===== config.mk =====
export PLATFORM = sky130hd
export DESIGN_NAME = cgate_bank
export DESIGN_NICKNAME = d
export VERILOG_FILES = /design/src/rtl/cgate_pkg.sv /design/src/rtl/cgate_decode.sv /design/src/rtl/cgate_reg.sv /design/src/rtl/cgate_eval.sv /design/src/rtl/cgate_bank.sv
export SDC_FILE = /design/constraint.sdc
export NUM_CORES = 1
export LEC_CHECK = 0
export ABC_AREA = 1
export ABC_CLOCK_PERIOD_IN_PS = 2150
export BUFFER_PORTS_ARGS = -buffer_cell sky130_fd_sc_hd__buf_2
export CELL_PAD_IN_SITES_DETAIL_PLACEMENT = 1
export CELL_PAD_IN_SITES_GLOBAL_PLACEMENT = 1
export CORE_ASPECT_RATIO = 1.75
export CORE_MARGIN = 4
export CORE_UTILIZATION = 40
export DETAILED_ROUTE_END_ITERATION = 6
export PLACE_DENSITY_LB_ADDON = 0.1
export SLEW_MARGIN = 20
export SYNTH_ARGS = -nofsm -noshare
export SYNTH_HDL_FRONTEND = slang
export SYNTH_HIERARCHICAL = 1
export SYNTH_SLANG_ARGS = --single-unit

===== constraint.sdc =====
create_clock -name clk -period 2.15 [get_ports clk]
set_input_delay 0.215 -clock clk [delete_from_list [all_inputs] [get_ports clk]]
set_output_delay 0.215 -clock clk [all_outputs]
set_load 0.01 [all_outputs]

===== src/rtl/cgate_pkg.sv =====
package cgate_pkg;
  localparam int unsigned DATA_W = 32;

  typedef enum logic [1:0] {
    ALIAS_DIRECT = 2'd0,
    ALIAS_SET    = 2'd1,
    ALIAS_CLR    = 2'd2,
    ALIAS_TOG    = 2'd3
  } alias_e;

  localparam logic [1:0] MODE_RUN  = 2'd0;
  localparam logic [1:0] MODE_WAIT = 2'd1;
  localparam logic [1:0] MODE_STOP = 2'd2;

  localparam logic [1:0] NEED_NONE    = 2'd0;
  localparam logic [1:0] NEED_RUN     = 2'd1;
  localparam logic [1:0] NEED_RUNWAIT = 2'd2;
  localparam logic [1:0] NEED_ALWAYS  = 2'd3;

  // Does a need level cover the present power mode? Unknown mode acts as STOP.
  function automatic logic need_met(logic [1:0] code, logic [1:0] mode);
    case (code)
      NEED_ALWAYS:  return 1'b1;
      NEED_RUNWAIT: return (mode == MODE_RUN) || (mode == MODE_WAIT);
      NEED_RUN:     return (mode == MODE_RUN);
      default:      return 1'b0;
    endcase
  endfunction

  // Next register value for a write through one alias, limited to implemented bits.
  function automatic logic [DATA_W-1:0] alias_update(logic [DATA_W-1:0] cur,
                                                     logic [DATA_W-1:0] mask,
                                                     alias_e sel,
                                                     logic [DATA_W-1:0] impl);
    logic [DATA_W-1:0] nxt;
    case (sel)
      ALIAS_SET: nxt = cur | mask;
      ALIAS_CLR: nxt = cur & ~mask;
      ALIAS_TOG: nxt = cur ^ mask;
      default:   nxt = mask;
    endcase
    return nxt & impl;
  endfunction

  // Mask covering the bits used by ndom domains.
  function automatic logic [DATA_W-1:0] impl_mask(int unsigned ndom);
    logic [DATA_W-1:0] m;
    m = '0;
    for (int unsigned b = 0; b < DATA_W; b++)
      if (b < 2 * ndom) m[b] = 1'b1;
    return m;
  endfunction
endpackage


===== src/rtl/cgate_decode.sv =====
module cgate_decode
  import cgate_pkg::*;
#(
  parameter int unsigned NUM_GATES = 12,
  parameter int unsigned IDX_W     = 4
) (
  input  logic                 wr,
  input  logic [IDX_W+3:0]     addr,
  output logic [NUM_GATES-1:0] hit,
  output alias_e               alias_sel,
  output logic [IDX_W-1:0]     idx,
  output logic                 idx_ok
);
  localparam logic [IDX_W:0] LIMIT = (IDX_W+1)'(NUM_GATES);

  logic unused_offset;
  assign unused_offset = ^addr[1:0];

  assign idx       = addr[IDX_W+3:4];
  assign alias_sel = alias_e'(addr[3:2]);
  assign idx_ok    = ({1'b0, idx} < LIMIT);

  for (genvar g = 0; g < NUM_GATES; g++) begin : g_hit
    assign hit[g] = wr && idx_ok && (idx == IDX_W'(g));
  end
endmodule


===== src/rtl/cgate_reg.sv =====
module cgate_reg
  import cgate_pkg::*;
#(
  parameter int unsigned NUM_DOMAINS = 4
) (
  input  logic              clk,
  input  logic              rst_n,
  input  logic              wr_hit,
  input  alias_e            alias_sel,
  input  logic [DATA_W-1:0] wdata,
  output logic [DATA_W-1:0] q
);
  localparam logic [DATA_W-1:0] IMPL = impl_mask(NUM_DOMAINS);

  always_ff @(posedge clk) begin
    if (!rst_n)      q <= '0;
    else if (wr_hit) q <= alias_update(q, wdata, alias_sel, IMPL);
  end

  AST_SET_KEEPS_ONES: assert property (@(posedge clk) disable iff (!rst_n)
    (wr_hit && alias_sel == ALIAS_SET) |=> (($past(q) & ~q) == '0));
  AST_CLR_ADDS_NONE: assert property (@(posedge clk) disable iff (!rst_n)
    (wr_hit && alias_sel == ALIAS_CLR) |=> ((q & ~$past(q)) == '0));
  AST_TOG_MOVES: assert property (@(posedge clk) disable iff (!rst_n)
    (wr_hit && alias_sel == ALIAS_TOG && (wdata & IMPL) != '0) |=> (q != $past(q)));
  AST_RESERVED_ZERO: assert property (@(posedge clk) disable iff (!rst_n)
    ((q & ~IMPL) == '0));
  AST_IDLE_HOLD: assert property (@(posedge clk) disable iff (!rst_n)
    !wr_hit |=> $stable(q));
endmodule


===== src/rtl/cgate_eval.sv =====
module cgate_eval
  import cgate_pkg::*;
#(
  parameter int unsigned NUM_DOMAINS = 4
) (
  input  logic                     clk,
  input  logic                     rst_n,
  input  logic [2*NUM_DOMAINS-1:0] cfg,
  input  logic [1:0]               mode,
  input  logic [NUM_DOMAINS-1:0]   dom_active,
  output logic                     gate_q
);
  logic [NUM_DOMAINS-1:0] permit;
  logic                   gate_d;
  logic                   any_always;

  for (genvar d = 0; d < NUM_DOMAINS; d++) begin : g_dom
    assign permit[d] = dom_active[d] && need_met(cfg[2*d +: 2], mode);
  end

  assign gate_d = |permit;

  always_comb begin
    any_always = 1'b0;
    for (int d = 0; d < NUM_DOMAINS; d++)
      if (dom_active[d] && cfg[2*d +: 2] == NEED_ALWAYS) any_always = 1'b1;
  end

  always_ff @(posedge clk) begin
    if (!rst_n) gate_q <= 1'b0;
    else        gate_q <= gate_d;
  end

  AST_NO_NEED_OFF: assert property (@(posedge clk) disable iff (!rst_n)
    (cfg == '0) |=> !gate_q);
  AST_STOP_ONLY_ALWAYS: assert property (@(posedge clk) disable iff (!rst_n)
    (mode[1] && !any_always) |=> !gate_q);
  AST_ALWAYS_ON: assert property (@(posedge clk) disable iff (!rst_n)
    any_always |=> gate_q);
  AST_IDLE_DOMAINS_OFF: assert property (@(posedge clk) disable iff (!rst_n)
    (dom_active == '0) |=> !gate_q);
endmodule


===== src/rtl/cgate_bank.sv =====
module cgate_bank
  import cgate_pkg::*;
#(
  parameter int unsigned NUM_GATES   = 12,
  parameter int unsigned IDX_W       = 4,
  parameter int unsigned NUM_DOMAINS = 4
) (
  input  logic                   clk,
  input  logic                   rst_n,
  input  logic                   bus_wr,
  input  logic [IDX_W+3:0]       bus_addr,
  input  logic [31:0]            bus_wdata,
  output logic [31:0]            bus_rdata,
  input  logic [1:0]             pwr_mode,
  input  logic [NUM_DOMAINS-1:0] dom_active,
  output logic [NUM_GATES-1:0]   gate_en
);
  localparam int unsigned CFG_W = 2 * NUM_DOMAINS;

  logic [NUM_GATES-1:0]        hit;
  alias_e                      alias_sel;
  logic [IDX_W-1:0]            idx;
  logic                        idx_ok;
  logic [DATA_W-1:0]           regs [NUM_GATES];
  logic [NUM_GATES*DATA_W-1:0] regs_flat;

  cgate_decode #(.NUM_GATES(NUM_GATES), .IDX_W(IDX_W)) u_decode (
    .wr(bus_wr), .addr(bus_addr), .hit(hit),
    .alias_sel(alias_sel), .idx(idx), .idx_ok(idx_ok)
  );

  for (genvar g = 0; g < NUM_GATES; g++) begin : g_gate
    cgate_reg #(.NUM_DOMAINS(NUM_DOMAINS)) u_reg (
      .clk(clk), .rst_n(rst_n), .wr_hit(hit[g]), .alias_sel(alias_sel),
      .wdata(bus_wdata), .q(regs[g])
    );
    cgate_eval #(.NUM_DOMAINS(NUM_DOMAINS)) u_eval (
      .clk(clk), .rst_n(rst_n), .cfg(regs[g][CFG_W-1:0]), .mode(pwr_mode),
      .dom_active(dom_active), .gate_q(gate_en[g])
    );
    assign regs_flat[g*DATA_W +: DATA_W] = regs[g];
  end

  always_comb begin
    bus_rdata = '0;
    for (int g = 0; g < NUM_GATES; g++)
      if (idx_ok && idx == IDX_W'(g)) bus_rdata = regs[g];
  end

  AST_HIT_ONEHOT: assert property (@(posedge clk) disable iff (!rst_n)
    $onehot0(hit));
  AST_OOR_NO_WRITE: assert property (@(posedge clk) disable iff (!rst_n)
    (bus_wr && !idx_ok) |=> $stable(regs_flat));
  AST_OOR_READ_ZERO: assert property (@(posedge clk) disable iff (!rst_n)
    !idx_ok |-> (bus_rdata == '0));
  AST_RESET_GATES_OFF: assert property (@(posedge clk)
    $past(!rst_n) |-> (gate_en == '0));
endmodule


==> flow_metrics.py <==
metrics = {
    "status": {
        "status": "finished, final reports clean",
    },
    "timing": {
        "fin_crit_ns": 2.10,
        "setup_violations": 0,
        "max_freq_mhz": 477,
        "rsz0062_at_grt": "true",
        "whs_ns": 0.181,
        "fin_crit_sh_pct": 97.5,
        "hold_viol": 0,
        "maxSlewHeadroom_pct": 58.7,
        "fin_ws_ns": 0.0539,
        "report.final.slew_viol_count": 0,
        "worstMarginPinSlew_ns": 0.620,
        "fin_worst_skew_ns": 0.0155,
    },
    "floorplanning": {
        "die_area_um2": 47200,
        "start_util_pct": 40.3,
        "core_um2": 43300,
        "die_width_um": 166,
        "fp-row-count": 101,
        "io_pins": 93,
        "die_h_um": 285,
    },
    "finish": {
        "final_common_cell": "nand2_1",
        "drive_gt1_share_pct": 9.70,
        "layout_common_cells": "nand2_1, inv_1, nand3_1, conb_1",
        "syn_to_final_growth_pct": 3.23,
        "fin_area_um2": 18000,
        "fillers": 6190,
        "fin_nets": 3278,
    },
    "logic_synthesis": {
        "synth_edf_count": 0,
        "syn_area_per_cell_um2": 5.86,
        "yosys.cell_types.count": 28,
        "synth_seq_cells": 108,
        "synthCells": 2981,
        "synth_ff_type": "dfxtp_1",
        "yosysSeqAreaShare_pct": 12.4,
        "synth-async-reset-ratio_pct": 0,
        "syn_area_um2": 17500,
        "synth_warnings": 6,
    },
    "pwr": {
        "total_power_w": 0.00580,
        "p_leak_nw": 9.24,
        "power.density_nw_per_um2": 322,
        "ir_drop_mv": 0.344,
    },
    "grt": {
        "grtUsageTotal_pct": 25.0,
        "grt_pass1_wl_um": 95300,
        "grt_pass1_vias": 18186,
        "grt_max_degree": 63,
        "antenna_found_initial": 1,
        "grt_remaining_overflow": 0,
    },
    "job": {
        "drv_cap": 0,
    },
    "worst_hold_path": {
        "hold_depth": 3,
        "hold_class": "in -> reg",
    },
    "clocking": {
        "clkSinkCount": 108,
        "clockBufferDepth": 2,
        "clkTransAtPathRegs_ns": 0.09,
        "clkLatencyLatePin_ns": 0.39,
        "htree_levels": 3,
        "cts_hold_buf": 0,
        "cts_tree": "yes",
        "cts-root-buf": "clkbuf_16",
        "cts_buffers": 9,
    },
    "setup_path": {
        "critPathLaunchType": "flip-flop",
        "cp.required_ns": 1.93,
        "cp.arrival_ns": 1.88,
        "crit_type": "reg -> out",
        "crit_fanout": 5,
        "crit_path_end_kind": "output pin",
        "ff2ff_path_depth": 7,
    },
    "drt": {
        "routed_via_density": 4.89,
        "postRouteAntennaNets": 0,
        "num_vias": 17630,
        "routed_wl_um": 60600,
        "route.detailed.drc": 0,
        "avgRoutedWirePerCell_um": 16.8,
        "dr.pass1.iters": 4,
        "first_iter_violations": 568,
    },
    "placed_design": {
        "gp_congestion": 0.872,
        "hpwl_um": 45800,
        "place_ws_ns": -0.0442,
        "placed_area_um2": 17400,
        "port-buffer-count": 66,
    },
}
kinds of logic (layout without fill, tap and decap cells):
family / Yosys count / after routing / synth area share [%]
buffers and inverters: 898 / 681 / 27.4
AO/OA/AOI/OAI: 264 / 264 / 8.08
adder cells (fa/ha/maj): 192 / 192 / 13.7
flip-flops: 108 / 108 / 12.4
AND/OR/NAND/NOR: 1507 / 1508 / 38.2
other: 12 / 289 / 0.258
power by group:
group | switching [W] | leakage, nW | total [W] | internal [W]
Sequential | 0.0000381 | 0.874 | 0.00206 | 0.00202
Clock | 0.000938 | 0.139 | 0.00188 | 0.000940
Combinational | 0.00129 | 8.22 | 0.00186 | 0.000574
Total | 0.00226 | 9.24 | 0.00580 | 0.00354
flip-flops by register name, indices dropped and copies added, names as in the netlist:
name	count
g_gate.u_eval/gate_q	12
g_gate.u_reg/q	96
through the flow:
step / TNS [ns] / utilization [%] / std cells
after floorplan: 0 / - / 3257
after global placement: -0.0122 / 40.3 / 3578
after detailed placement: -0.170 / 40.3 / 3578
after CTS: 0 / 41.0 / 3594
after global routing: -0.156 / 41.6 / 3607
final: 0 / 41.6 / 3608
synth_stat cells, drive strengths merged, types with 28 or more instances:
master / n / share of area (%)
clkbuf: 32 / 0.69
buf: 365 / 16
inv: 500 / 11
dfxtp: 108 / 12
ha: 192 / 14
o21bai: 36 / 1.5
nand3: 308 / 8.8
nand2: 759 / 16
nor2: 272 / 6.7
a21oi: 224 / 6.4
or2: 28 / 1.0
nand4: 115 / 4.1
worst max-delay path: stages (launching register included):
cell     delay, ns
dfxtp_1       0.38
nand4_1       0.12
nand2_1       0.08
nor2_1        0.11
nand3_1       0.10
nand2_1       0.10
nand4_1       0.20
nor2_1        0.15
nand3_1       0.10
buf_2         0.16
cell type report:
| type | count | area (µm²) | share of cell area (%) |
|---|---|---|---|
| antenna | 1 | 2.50 | 0.0139 |
| tap | 566 | 708 | 3.93 |
| timing repair buffer | 165 | 1300 | 7.20 |
| inverter | 501 | 1890 | 10.5 |
| sequential | 108 | 2170 | 12.0 |
| clock inverter | 3 | 46.3 | 0.257 |
| multi-input combinational | 2252 | 11700 | 64.7 |
| clock buffer | 12 | 246 | 1.37 |
routing by layer:
| metal | up-vias | part of all wire [%] | track usage, % |
|---|---|---|---|
| met5 | - | 0 | 0 |
| met4 | 0 | 4.2 | 10.3 |
| met3 | 114 | 2.4 | 2.46 |
| met2 | 242 | 55 | 50.4 |
| met1 | 8437 | 38 | 25.7 |
| li1 | 8837 | - | - |
repair_timing:
| action | 4_1_cts | 5_1_grt |
|---|---|---|
| buffers inserted | 0 | 10 |
| setup endpoints to repair | 6 | 25 |
| gates resized for setup | 4 | 39 |
| pin swaps | 2 | 13 |
| gates cloned | 1 | 3 |
final timing paths:
path,startpoint,slack [ns],to
setup / recovery,g_gate[1].u_reg/q[6]$_SDFFE_PN0P_,0.05,bus_rdata[6]
setup reg to reg,g_gate[0].u_reg/q[5]$_SDFFE_PN0P_,0.81,g_gate[0].u_reg/q[5]$_SDFFE_PN0P_
hold / removal,rst_n,0.18,g_gate[11].u_eval/gate_q$_SDFF_PN0_
hold reg to reg,g_gate[0].u_reg/q[0]$_SDFFE_PN0P_,0.53,g_gate[0].u_reg/q[0]$_SDFFE_PN0P_
No activity file was read; power rests on OpenSTA's default activity.
